File: src/rtl/cs_pm_pkg.sv
package cs_pm_pkg;

    // The state encoding doubles as the externally visible mode code.
    typedef enum logic [1:0] {
        PM_NORMAL  = 2'b00,
        PM_PARTIAL = 2'b01,
        PM_FULL    = 2'b10,
        PM_WAKING  = 2'b11
    } pm_state_t;

endpackage

File: src/rtl/cs_pm_frame_counter.sv
module cs_pm_frame_counter #(
    parameter int FRAME_EDGES = 16,
    localparam int CW = $clog2(FRAME_EDGES + 1)
) (
    input  logic          clk,
    input  logic          rst_n,
    input  logic          cs_n,
    input  logic          sclk,
    output logic          frame_active,
    output logic          cs_rise,
    output logic [CW-1:0] edge_cnt
);

    localparam logic [CW-1:0] CNT_MAX = CW'(FRAME_EDGES);

    logic cs_q;
    logic sclk_q;
    logic sclk_fall;

    assign sclk_fall    = sclk_q & ~sclk;
    assign frame_active = ~cs_q;
    assign cs_rise      = ~cs_q & cs_n;

    always_ff @(posedge clk or negedge rst_n) begin
        if (!rst_n) begin
            cs_q     <= 1'b1;
            sclk_q   <= 1'b1;
            edge_cnt <= '0;
        end else begin
            cs_q   <= cs_n;
            sclk_q <= sclk;
            if (cs_q && !cs_n) begin
                edge_cnt <= '0;
            end else if (!cs_n && sclk_fall && (edge_cnt < CNT_MAX)) begin
                edge_cnt <= edge_cnt + 1'b1;
            end
        end
    end

endmodule

File: src/rtl/cs_pm_wake_timer.sv
module cs_pm_wake_timer #(
    parameter int SHORT_CYCLES = 20,
    parameter int LONG_CYCLES  = 60,
    localparam int MAXC = (LONG_CYCLES > SHORT_CYCLES) ? LONG_CYCLES : SHORT_CYCLES,
    localparam int TW   = $clog2(MAXC + 1)
) (
    input  logic clk,
    input  logic rst_n,
    input  logic start,
    input  logic use_long,
    output logic done
);

    localparam logic [TW-1:0] SHORT_LOAD = TW'(SHORT_CYCLES - 1);
    localparam logic [TW-1:0] LONG_LOAD  = TW'(LONG_CYCLES - 1);

    logic [TW-1:0] remain_q;
    logic          running_q;

    assign done = running_q && (remain_q == '0);

    always_ff @(posedge clk or negedge rst_n) begin
        if (!rst_n) begin
            remain_q  <= '0;
            running_q <= 1'b0;
        end else if (start) begin
            remain_q  <= use_long ? LONG_LOAD : SHORT_LOAD;
            running_q <= 1'b1;
        end else if (running_q) begin
            if (remain_q == '0) begin
                running_q <= 1'b0;
            end else begin
                remain_q <= remain_q - 1'b1;
            end
        end
    end

endmodule

File: src/rtl/cs_power_mode_ctrl.sv
module cs_power_mode_ctrl
    import cs_pm_pkg::*;
#(
    parameter int GLITCH_EDGES     = 2,
    parameter int SLEEP_EDGES      = 10,
    parameter int FRAME_EDGES      = 16,
    parameter int PART_WAKE_CYCLES = 20,
    parameter int FULL_WAKE_CYCLES = 60
) (
    input  logic       clk,
    input  logic       rst_n,
    input  logic       cs_n,
    input  logic       sclk,
    output logic [1:0] mode_code,
    output logic       powering_up,
    output logic       powered_up,
    output logic       conv_abort
);

    localparam int CW = $clog2(FRAME_EDGES + 1);
    localparam logic [CW-1:0] GLITCH_L = CW'(GLITCH_EDGES);
    localparam logic [CW-1:0] SLEEP_L  = CW'(SLEEP_EDGES);
    localparam logic [CW-1:0] FRAME_L  = CW'(FRAME_EDGES);

    pm_state_t     state_q, state_d;
    logic          frame_active;
    logic          cs_rise;
    logic [CW-1:0] edge_cnt;
    logic          wake_go;
    logic          wake_long;
    logic          wake_done;
    logic          abort_d;
    logic          abort_q;

    cs_pm_frame_counter #(
        .FRAME_EDGES(FRAME_EDGES)
    ) u_frame (
        .clk         (clk),
        .rst_n       (rst_n),
        .cs_n        (cs_n),
        .sclk        (sclk),
        .frame_active(frame_active),
        .cs_rise     (cs_rise),
        .edge_cnt    (edge_cnt)
    );

    cs_pm_wake_timer #(
        .SHORT_CYCLES(PART_WAKE_CYCLES),
        .LONG_CYCLES (FULL_WAKE_CYCLES)
    ) u_wake (
        .clk     (clk),
        .rst_n   (rst_n),
        .start   (wake_go),
        .use_long(wake_long),
        .done    (wake_done)
    );

    // Next-state decision: made on the rising edge of chip select, or when
    // a dummy frame from a sleep state reaches the wake threshold.
    always_comb begin
        state_d   = state_q;
        wake_go   = 1'b0;
        wake_long = 1'b0;
        abort_d   = 1'b0;
        unique case (state_q)
            PM_NORMAL: begin
                if (cs_rise) begin
                    if (edge_cnt >= GLITCH_L && edge_cnt < SLEEP_L) begin
                        state_d = PM_PARTIAL;       // sleep-light
                        abort_d = 1'b1;
                    end else if (edge_cnt >= SLEEP_L && edge_cnt < FRAME_L) begin
                        abort_d = 1'b1;
                    end
                end
            end
            PM_PARTIAL: begin
                if (frame_active && edge_cnt >= SLEEP_L) begin
                    state_d = PM_WAKING;            // wake-light
                    wake_go = 1'b1;
                end else if (cs_rise && edge_cnt >= GLITCH_L) begin
                    state_d = PM_FULL;              // sleep-deep
                end
            end
            PM_FULL: begin
                if (frame_active && edge_cnt >= SLEEP_L) begin
                    state_d   = PM_WAKING;          // wake-deep
                    wake_go   = 1'b1;
                    wake_long = 1'b1;
                end
            end
            PM_WAKING: begin
                if (wake_done) begin
                    state_d = PM_NORMAL;            // ready
                end
            end
            default: state_d = PM_NORMAL;
        endcase
    end

    // State register
    always_ff @(posedge clk or negedge rst_n) begin
        if (!rst_n) begin
            state_q <= PM_NORMAL;
        end else begin
            state_q <= state_d;
        end
    end

    // Output register and decode
    always_ff @(posedge clk or negedge rst_n) begin
        if (!rst_n) begin
            abort_q <= 1'b0;
        end else begin
            abort_q <= abort_d;
        end
    end

    always_comb begin
        mode_code   = state_q;
        powering_up = (state_q == PM_WAKING);
        powered_up  = (state_q == PM_NORMAL);
        conv_abort  = abort_q;
    end

endmodule

File: config.mk
export PLATFORM = sky130hd
export DESIGN_NAME = cs_power_mode_ctrl
export DESIGN_NICKNAME = d
export VERILOG_FILES = /design/src/rtl/cs_pm_pkg.sv /design/src/rtl/cs_pm_frame_counter.sv /design/src/rtl/cs_pm_wake_timer.sv /design/src/rtl/cs_power_mode_ctrl.sv
export SDC_FILE = /design/constraint.sdc
export NUM_CORES = 1
export LEC_CHECK = 0
export CORE_UTILIZATION = 59
export CTS_CLUSTER_DIAMETER = 40
export DETAILED_ROUTE_END_ITERATION = 6
export GPL_ROUTABILITY_DRIVEN = 0
export HOLD_SLACK_MARGIN = 0.15
export PLACE_DENSITY = 0.85
export SYNTH_ARGS = -nofsm -noshare
export SYNTH_HDL_FRONTEND = slang
export SYNTH_SLANG_ARGS = --single-unit
File: constraint.sdc
create_clock -name clk -period 5.33 [get_ports clk]
set_clock_uncertainty 0.1 [all_clocks]
set_input_delay 1.3325 -clock clk [delete_from_list [all_inputs] [get_ports clk]]
set_output_delay 1.3325 -clock clk [all_outputs]
set_load 0.005 [all_outputs]
======== After elaboration in Yosys (flattened, before gate mapping) ========
Index checks and enable logic that the tools add are counted.
storage, ports and cells
  bits in registers ....................... 17
  bits in latches ......................... 0
  RAM bits ................................ 0
  ROM bits ................................ 0
  input bits .............................. 4
  output and inout bits ................... 5
  logic and storage cells ................. 65
  memories ................................ 0
operators by class
  add/sub/neg operators ................... 2
  $mul .................................... 0
  divide/modulo/power cells ............... 0
  magnitude comparators ................... 4
  eq/ne operators ......................... 9
  shifts and indexed selects .............. 0
  mux-type cells .......................... 23
  bitwise gates (word level) .............. 4
  reduce and logical (&&, ||, !) cells .... 16
operator list
  operator             number
  $mux 6               4
  $mux 2               6
  $mux 1               10
  $mux 5               2
  $logic_and 1x1->1    8
  $ne 2x1->1 const B   4
  $pmux 2 s4           1
  $logic_not 6->1      1
  $sub 6x1->6 const B  1
  $add 5x1->5 const B  1
  $ge 5x2->1 const B   1
  $ge 5x4->1 const B   1
  $lt 5x4->1 const B   1
  $lt 5x5->1 const B   1
  $reduce_and 5->1     1
  $eq 2x2->1 const B   2
  $reduce_bool 2->1    2
  $ne 3x3->1 const B   1
  $and 1x1->1          2
  $eq 2x1->1 const B   1
  $logic_not 2->1      1
  $ne 2x2->1 const B   1
  $not 1->1            2
  $reduce_and 2->1     1
  other kinds (2)      2

======== Logic depth before layout (Yosys ltp) ========
Gate-level depths: netlist of run 1.
  word-level depth ........................ 6
  depth in mapped cells ................... 6
  gate-level depth less buffers ........... 6

======== By module ========
From an unflattened synthesis of run 1, not the netlist that was laid out.
unflattened totals
  cells, all modules ...................... 97
  area total of the unflattened synthesis .. 1023.5 um^2
by module, submodules not included
  module               times used  cells each  area an instance (um^2)  sequential area each (um^2)
  cs_pm_wake_timer     1           46          449.2                    175.2
  cs_pm_frame_counter  1           26          320.3                    177.7
  cs_power_mode_ctrl   1           25          254.0                    75.1

======== Least setup slack after synthesis of run 1 ========
No wires, ideal clock.
  kind .................................... input to register
  from .................................... in cs_n
  to ...................................... reg state_q[1] (netlist: mode_code[1])
  library setup time ...................... 0.128 ns
  data arrival time ....................... 2.199 ns
  data required time ...................... 5.102 ns
  path slack .............................. 2.904 ns
  stages .................................. 4
  buffers on the path ..................... 0
  cells stage by stage .................... nor3b_1 -> a31oi_1 -> a211oi_2 -> mux2_1
on the way
  word-level cells in the longest chain between the ends .. 4
  elaborated cells between the ends (all ways) .. 5
  classes of those cells .................. eq/ne (2); bitwise (1); reduce/logical (2)
ends and longest elaborated chain
  element                              line                       RTL
  start: declaration                   cs_power_mode_ctrl.sv:12   input logic cs_n,
  $and 1x1->1 *                        cs_pm_frame_counter.sv:22  assign cs_rise = ~cs_q & cs_n;
  $logic_and 1x1->1                    cs_power_mode_ctrl.sv:80   end else if (cs_rise && edge_cnt >= GLITCH_L) begin
  $ne 3x3->1 (no source line)          --
  $reduce_and 5->1 (no source line) *  --
  end signal: assignment               cs_power_mode_ctrl.sv:105  state_q <= state_d;
  end: declaration                     cs_power_mode_ctrl.sv:25   pm_state_t state_q, state_d;
Mark *: on every way between the ends. The rest lies on a longest branch, timed or not.
A chain may end at the register's enable or synchronous reset.

======== Final worst setup path of run 1 ========
  from .................................... reg state_q[0] (netlist: mode_code[0])
  to ...................................... out powered_up
on the way
  word-level cells in the longest chain between the ends .. 1
ends and longest elaborated chain
  element           line                       RTL
  $logic_not 2->1   cs_power_mode_ctrl.sv:121  powered_up = (state_q == PM_NORMAL);
  end: declaration  cs_power_mode_ctrl.sv:16   output logic powered_up,
No other way between the ends.

==> results of run 1 <==
registers in the layout, indices dropped and copies added, names as in the netlist:
signal and count:
u_wake.running_q 1, u_wake.remain_q 6, u_frame.sclk_q 1, mode_code 2, conv_abort 1, u_frame.cs_q 1
u_frame.edge_cnt 5
power breakdown:
group | internal, uW | leakage, uW | total, uW | switching [uW]
clock | 29.0 | 0.0000150 | 67.0 | 38.0
combinational | 80.8 | 0.000265 | 145 | 64.6
sequential | 142 | 0.000225 | 159 | 17.2
total | 251 | 0.000505 | 371 | 120
layout make-up:
class                      count  area, um2
sequential                    17        428
inverter                      10       37.5
fill                         110        435
multi-input combinational     64        479
tap                           16       20.0
clock buffer                   4       26.3
timing repair buffer           8       80.1
per-layer routing:
layer | track usage (%) | up-vias | part of all wire [%]
met4 | 7.50 | 0 | 0
met1 | 30.5 | 342 | 49
met5 | 0 | - | 0
met3 | 2.59 | 0 | 2.2
li1 | - | 351 | -
met2 | 37.2 | 10 | 48
cell usage after synthesis (3+ instances only):
cell | n | area share [%]
dfrtp_1 | 15 | 40
ha_1 | 8 | 11
inv_1 | 10 | 4.0
nand2_1 | 6 | 2.4
nor2_1 | 10 | 4.0
o211ai_1 | 5 | 4.0
o21ai_0 | 3 | 1.6
xnor2_1 | 3 | 2.8
xor2_1 | 4 | 3.7
critical path: stages, from the launching register on:
cell	delay, ns
dfrtp_1	0.47
inv_1	0.11
ha_1	0.19
clkdlybuf4s50_1	0.50
worst paths after layout:
kind | start | to | slack, ns | cells past startpoint
min in group asynchronous | rst_n | mode_code[1] | 1.39 | 1
hold / removal | u_wake.remain_q[1] | u_wake.remain_q[1] | 0.45 | 2
setup reg to reg | u_frame.edge_cnt[1] | mode_code[1] | 3.14 | 5
setup / recovery | mode_code[0] | powered_up | 2.34 | 3
max in group asynchronous | rst_n | u_wake.running_q | 3.26 | 1
hold reg to reg | u_wake.remain_q[1] | u_wake.remain_q[1] | 0.45 | 2
kinds of logic (layout without fill, tap and decap cells):
logic type	Yosys count	after routing	share of synthesized area [%]
simple gates	26	26	14.5
buf+inv	11	22	4.35
compound gates	21	21	16.8
mux	2	2	2.24
flops	17	17	45.1
xor+xnor	7	7	6.46
fa+ha+maj	8	8	10.6
stage by stage:
step           hold slack, ns  area, um2
2_1_floorplan           0.402        948
3_3_place_gp            0.427       1040
3_5_place_dp            0.438       1040
4_1_cts                 0.457       1070
5_1_grt                 0.505       1070
6_report                0.452       1070
==> impl_metrics.csv, run 1 <==
group,metric,value,unit
outcome,outcome,"finished clean",
timing,drv_slew,0,
clock_tree,cts_buffer_depth,2,
final_layout,final_cell_mix,"dfrtp_1, inv_1, nor2_1, ha_1, clkdlybuf4s50_1",
floorplanning,io_pins,9,
timing,setup_tns,0,ns
setup_path,crit_fanout,7,
clock_tree,cts_tree,"yes",
placement,hpwlAfterDp,1240,um
synthesis,avgSynthCellArea,10.3,um2
timing,worst_pin_slew,0.765,ns
synthesis,seq_area_frac_synth,45.1,%
route,drt_first_iter_violations,8,
placement,port_buffers,8,
timing,rsz0062_at_grt,"false",
synthesis,async_reset_ff_share,100,%
clock_tree,post_cts_resize_count,0,
timing,hold_viol_final,0,
floorplanning,core_area,0.00151,mm2
grt,grt_usage,22.3,%
route,wl_per_cell,13.8,um
pwr,p_leak,0.000505,uW
pwr,peakVddDrop,0.182,mV
setup_path,start_kind,"flip-flop",
route,firstDrtPassIters,3,
clock_tree,root_buffer,"clkbuf_4",
timing,slew_headroom,48.8,%
synthesis,ys_types,32,
pwr,total_power,371,uW
floorplanning,die_h,42.1,um
run,maxCapViolations,0,
placement,dp_slack,2.16,ns
final_layout,drive_above_1_share,8.74,%
synthesis,synth_seq_cells,17,
grt,grt_start_max_net_pins,18,
synthesis,synth_area,948,um2
grt,antenna_found_initial,0,
route,drc_errors,0,
hold_path,hold_class,"flip-flop to flip-flop",
route,vias,703,
clock_tree,post_cts_buffers,0,
final_layout,final_common_cell,"dfrtp_1",
setup_path,crit_type,"flip-flop to output pin",
clock_tree,holdBufCountCts,0,
synthesis,synthFlopType,"dfrtp_1",
synthesis,yosysWarningCount,0,
final_layout,instances_no_fill,119,
setup_path,critPathRequiredTime,3.90,ns
synthesis,synth_edf_count,0,
timing,min_period_over_period,56.0,%
timing,setup_slack,2.34,ns
setup_path,arrival,1.55,ns
final_layout,fin_util,71.1,%
floorplanning,fp.dieW,42.1,um
timing,max_freq,335,MHz
clock_tree,numCtsBuffers,3,
final_layout,syn_to_final_growth,12.9,%
floorplanning,die_area,0.00177,mm2
route,ant_nets,0,
grt,grt-ovfl-total,0,
grt,grt_pass1_wl,3040,um
final_layout,fin_nets,116,
timing,finalSetupViolCount,0,
route,avgViaCountPerCell,5.91,
setup_path,cp-end-kind,"output pin",
timing,min_period,2.99,ns
route,drt-total-wl,1650,um
clock_tree,insertion_delay,0.28,ns
grt,grt_pass1_vias,701,
synthesis,syn_inst,92,
placement,dp.cells,115,
floorplanning,row_count,14,
clock_tree,h-tree-depth,1,
synthesis,synth.net_count,104,
floorplanning,initial_core_util,63.0,%
clock_tree,clock_sinks,17,
pwr,p_per_area,347,mW/mm2
clock_tree,clk_pin_slew_worst_paths,0.09,ns
final_layout,antennaDiodeCount,0,
Note: power is estimated with default switching activity, not from simulation.
==> inputs of run 2 (changes only) <==
CORE_UTILIZATION = 54   (was 59)
PLACE_DENSITY = 0.79   (was 0.85)
clock period = 3.1 ns   (was 5.33 ns; I/O delays follow)
==> impl_metrics.csv, run 2 (same netlist as run 1, synthesis figures left out) <==
group,metric,value,unit
grt,grt_start_max_net_pins,18,
timing,worst_pin_slew,0.777,ns
grt,grt_pass1_vias,692,
placement,hpwlAfterDp,1260,um
timing,rsz0062_at_grt,"false",
pwr,peakVddDrop,0.352,mV
timing,min_period_over_period,79.5,%
final_layout,fin_nets,116,
final_layout,regMostFlops,"u_wake.remain_q",
route,vias,711,
hold_path,hold_class,"flip-flop to flip-flop",
placement,port_buffers,8,
clock_tree,holdBufCountCts,0,
timing,max_freq,406,MHz
run,maxCapViolations,0,
clock_tree,cts_buffer_depth,2,
pwr,p_per_area,599,mW/mm2
route,avgViaCountPerCell,5.97,
clock_tree,cts_tree,"yes",
final_layout,final_common_cell,"dfrtp_1",
floorplanning,row_count,14,
final_layout,final_cell_mix,"dfrtp_1, inv_1, nor2_1, ha_1, clkdlybuf4s50_1",
floorplanning,die_h,43.9,um
clock_tree,insertion_delay,0.30,ns
route,ant_nets,0,
clock_tree,post_cts_buffers,0,
final_layout,instances_no_fill,119,
clock_tree,clock_sinks,17,
pwr,p_leak,0.000508,uW
grt,antenna_found_initial,0,
route,wl_per_cell,14.6,um
timing,drv_slew,0,
timing,min_period,2.46,ns
floorplanning,die_area,0.00193,mm2
final_layout,n_fill_cell,124,
timing,finalSetupViolCount,0,
floorplanning,io_pins,9,
timing,slew_headroom,48.0,%
final_layout,drive_above_1_share,9.71,%
outcome,outcome,"finished clean",
floorplanning,fp.dieW,43.9,um
setup_path,crit_fanout,7,
grt,grt-ovfl-total,0,
setup_path,start_kind,"flip-flop",
route,firstDrtPassIters,6,
setup_path,arrival,1.59,ns
route,drt-total-wl,1730,um
clock_tree,h-tree-depth,1,
clock_tree,clk_pin_slew_worst_paths,0.11,ns
clock_tree,numCtsBuffers,3,
timing,hold_viol_final,0,
floorplanning,core_area,0.00158,mm2
setup_path,cp-end-kind,"output pin",
route,drt_first_iter_violations,11,
placement,dp.cells,115,
clock_tree,root_buffer,"clkbuf_4",
grt,grt_pass1_wl,2950,um
floorplanning,initial_core_util,60.2,%
setup_path,crit_type,"flip-flop to output pin",
clock_tree,post_cts_resize_count,0,
final_layout,largest_reg_flops,6,
final_layout,antennaDiodeCount,0,
grt,grt_usage,21.4,%
timing,setup_tns,0,ns
route,drc_errors,0,
setup_path,critPathRequiredTime,2.22,ns
final_layout,syn_to_final_growth,13.1,%
[run 2: routing by layer]
metal,GRT usage (%),vias to the layer above,routed length (um),share of wire (%)
met5,0,-,0,0
li1,-,350,-,-
met2,32.5,13,809,47
met1,27.3,344,840,48
met3,3.33,4,41,2.4
met4,16.4,0,40,2.3
[run 2: path summary, 6_finish.rpt]
check	start	end	slack [ns]	cells past startpoint
setup / recovery	mode_code[0]	powered_up	0.64	3
min in group asynchronous	rst_n	u_frame.edge_cnt[4]	0.82	1
max in group asynchronous	rst_n	u_frame.edge_cnt[3]	1.59	1
hold / removal	u_wake.remain_q[1]	u_wake.remain_q[1]	0.46	2
hold reg to reg	u_wake.remain_q[1]	u_wake.remain_q[1]	0.46	2
setup reg to reg	u_frame.edge_cnt[1]	mode_code[1]	0.93	5
[run 2: cell type report]
cell class              count  area, um2  share of cell area (%)
inverters                  10       37.5                    3.50
flip-flops and latches     17        428                    39.9
repair buffers              8       80.1                    7.47
clock inverters             1       5.00                   0.467
clock buffers               3       22.5                    2.10
well taps                  16       20.0                    1.87
multi-input cells          64        479                    44.7
[run 2: stage by stage]
step	worst slack (ns)	total power [uW]	hold slack (ns)	utilization, %	area (um2)
after CTS	0.637	645	0.459	68.0	1070
after global routing	0.569	680	0.500	68.0	1070
after detailed placement	0.436	522	0.435	66.3	1040
after global placement	0.602	512	0.427	66.3	1040
final	0.637	643	0.462	68.0	1070
after floorplan	1.09	424	0.379	-	948
[run 2: report_power, final]
group / switching (uW) / internal, uW
Clock: 74.6 / 48.1
Combinational: 109 / 138
Sequential: 29.7 / 243
[run 2: critical path, cell delays in order, from the launching register on]
cell	delay, ns
dfrtp_1	0.48
inv_1	0.11
ha_1	0.19
clkdlybuf4s50_1	0.51
==> inputs of run 3 (changes only) <==
clock period = 2.4 ns   (was 3.1 ns; I/O delays follow)
==> impl_metrics.csv, run 3 (same netlist as run 1, synthesis figures left out) <==
group,metric,value,unit
outcome,outcome,"finished clean",
pwr,power_frac_comb,38.5,%
final_layout,multiInputGateArea,479,um2
pwr,seqPwrFrac,42.2,%
pwr,internal-power,558,uW
route,wl_per_cell,14.5,um
timing,finalSetupViolCount,0,
final_layout,syn_to_final_growth,15.4,%
timing,drv_slew,0,
timing,min_period,2.27,ns
route,drc_errors,0,
final_layout,final-seq-area,428,um2
final_layout,fin_util,69.4,%
grt,grt_start_max_net_pins,18,
timing,max_freq,440,MHz
route,ant_nets,0,
clock_tree,h-tree-depth,1,
setup_path,critPathRequiredTime,1.70,ns
clock_tree,holdBufCountCts,0,
pwr,switching_power,275,uW
hold_path,holdPathStages,2,
pwr,p_per_area,761,mW/mm2
route,route.met2.wl,880,um
pwr,p_leak,0.000523,uW
setup_path,arrival,1.57,ns
floorplanning,fp.dieW,43.9,um
setup_path,crit_fanout,7,
placement,dp_slack,0.106,ns
clock_tree,numCtsBuffers,3,
floorplanning,die_h,43.9,um
setup_path,crit_chain,"inv_1 -> ha_1 -> clkdlybuf4s50_1",
final_layout,instances_no_fill,122,
grt,grt-ovfl-total,0,
route,dr.max_layer_used,"met4",
final_layout,drive_above_1_share,12.3,%
placement,hpwlAfterDp,1300,um
setup_path,crit_type,"flip-flop to output pin",
timing,setup_slack,0.129,ns
placement,dp.cells,118,
timing,min_period_over_period,94.6,%
final_layout,largest_reg_flops,6,
grt,grt_usage,22.3,%
grt,antenna_found_initial,0,
setup_path,cp-end-kind,"output pin",
pwr,total_power,833,uW
timing,rsz0062_at_grt,"false",
clock_tree,clk_pin_slew_worst_paths,0.10,ns
pwr,clkPwrFrac,19.3,%
final_layout,final_cell_mix,"dfrtp_1, inv_1, nor2_1, ha_1, clkdlybuf4s50_1",
setup_path,start_kind,"flip-flop",
route,avgViaCountPerCell,5.83,
pwr,peakVddDrop,0.425,mV
setup_path,slowest_stage,"clkdlybuf4s50_1",
timing,hold_viol_final,0,
pwr,switching_share,33.1,%
route,vias,711,
final_layout,antennaDiodeCount,0,
route,firstDrtPassIters,6,
final_layout,final_common_cell,"dfrtp_1",
floorplanning,core_area,0.00158,mm2
floorplanning,io_pins,9,
clock_tree,cts_buffer_depth,2,
grt,grt_pass1_vias,699,
floorplanning,initial_core_util,60.2,%
timing,setup_tns,0,ns
placement,port_buffers,8,
floorplanning,row_count,14,
clock_tree,insertion_delay,0.30,ns
setup_path,cpPeakStageDelay,0.51,ns
run,maxCapViolations,0,
route,drt_first_iter_violations,11,
final_layout,fin_nets,119,
final_layout,regMostFlops,"u_wake.remain_q",
clock_tree,post_cts_buffers,0,
hold_path,hold_class,"flip-flop to flip-flop",
route,wl_met1,809,um
clock_tree,cts_tree,"yes",
floorplanning,die_area,0.00193,mm2
final_layout,n_fill_cell,124,
route,dr_wl_met3,39,um
grt,grt_pass1_wl,3070,um
clock_tree,clock_sinks,17,
clock_tree,root_buffer,"clkbuf_4",
route,drt-total-wl,1770,um
timing,slew_headroom,61.0,%
clock_tree,post_cts_resize_count,0,
setup_path,reg2reg_depth,5,
timing,worst_pin_slew,0.582,ns
[run 3: layout make-up]
| class | count | area share (%) |
|---|---|---|
| multi-input combinational | 64 | 43.8 |
| sequential | 17 | 39.1 |
| timing repair buffer | 11 | 9.37 |
| inverter | 10 | 3.43 |
| clock buffer | 3 | 2.06 |
| tap | 16 | 1.83 |
| clock inverter | 1 | 0.457 |
[run 3: stage by stage]
step | hold slack, ns | cell area, um2
finish | 0.477 | 1090
detailed placement | 0.442 | 1070
global route | 0.497 | 1090
CTS | 0.484 | 1090
floorplan | 0.204 | 948
global placement | 0.425 | 1070
[run 3: worst paths after layout]
| path | endpoint | start | slack (ns) |
|---|---|---|---|
| max | powered_up | mode_code[0] | 0.13 |
| min | u_wake.remain_q[1] | u_wake.remain_q[1] | 0.48 |
| max reg2reg | mode_code[1] | u_frame.edge_cnt[1] | 0.27 |
| min reg2reg | u_wake.remain_q[1] | u_wake.remain_q[1] | 0.48 |
| max in group asynchronous | u_frame.cs_q | rst_n | 1.44 |
| min in group asynchronous | conv_abort | rst_n | 0.51 |
[run 3: worst max-delay path: cells and delay by family, from the launching register on]
kind,cells,cell delay (ns)
adder cells (fa/ha/maj),1,0.19
flip-flops,1,0.47
buffers and inverters,2,0.62
[run 3: power by group through the flow]
stage	Clock, uW	Combinational [uW]	Sequential, uW
after floorplan	0	197	351
after global placement	0	314	355
final	161	321	352
after detailed placement	0	320	358
after CTS	164	322	353
after global routing	169	353	359
[run 3: metal layers]
metal,up-vias,global-route usage (%)
met5,-,0
met2,12,38.2
met4,0,11.5
met1,336,27.7
li1,358,-
met3,5,2.50
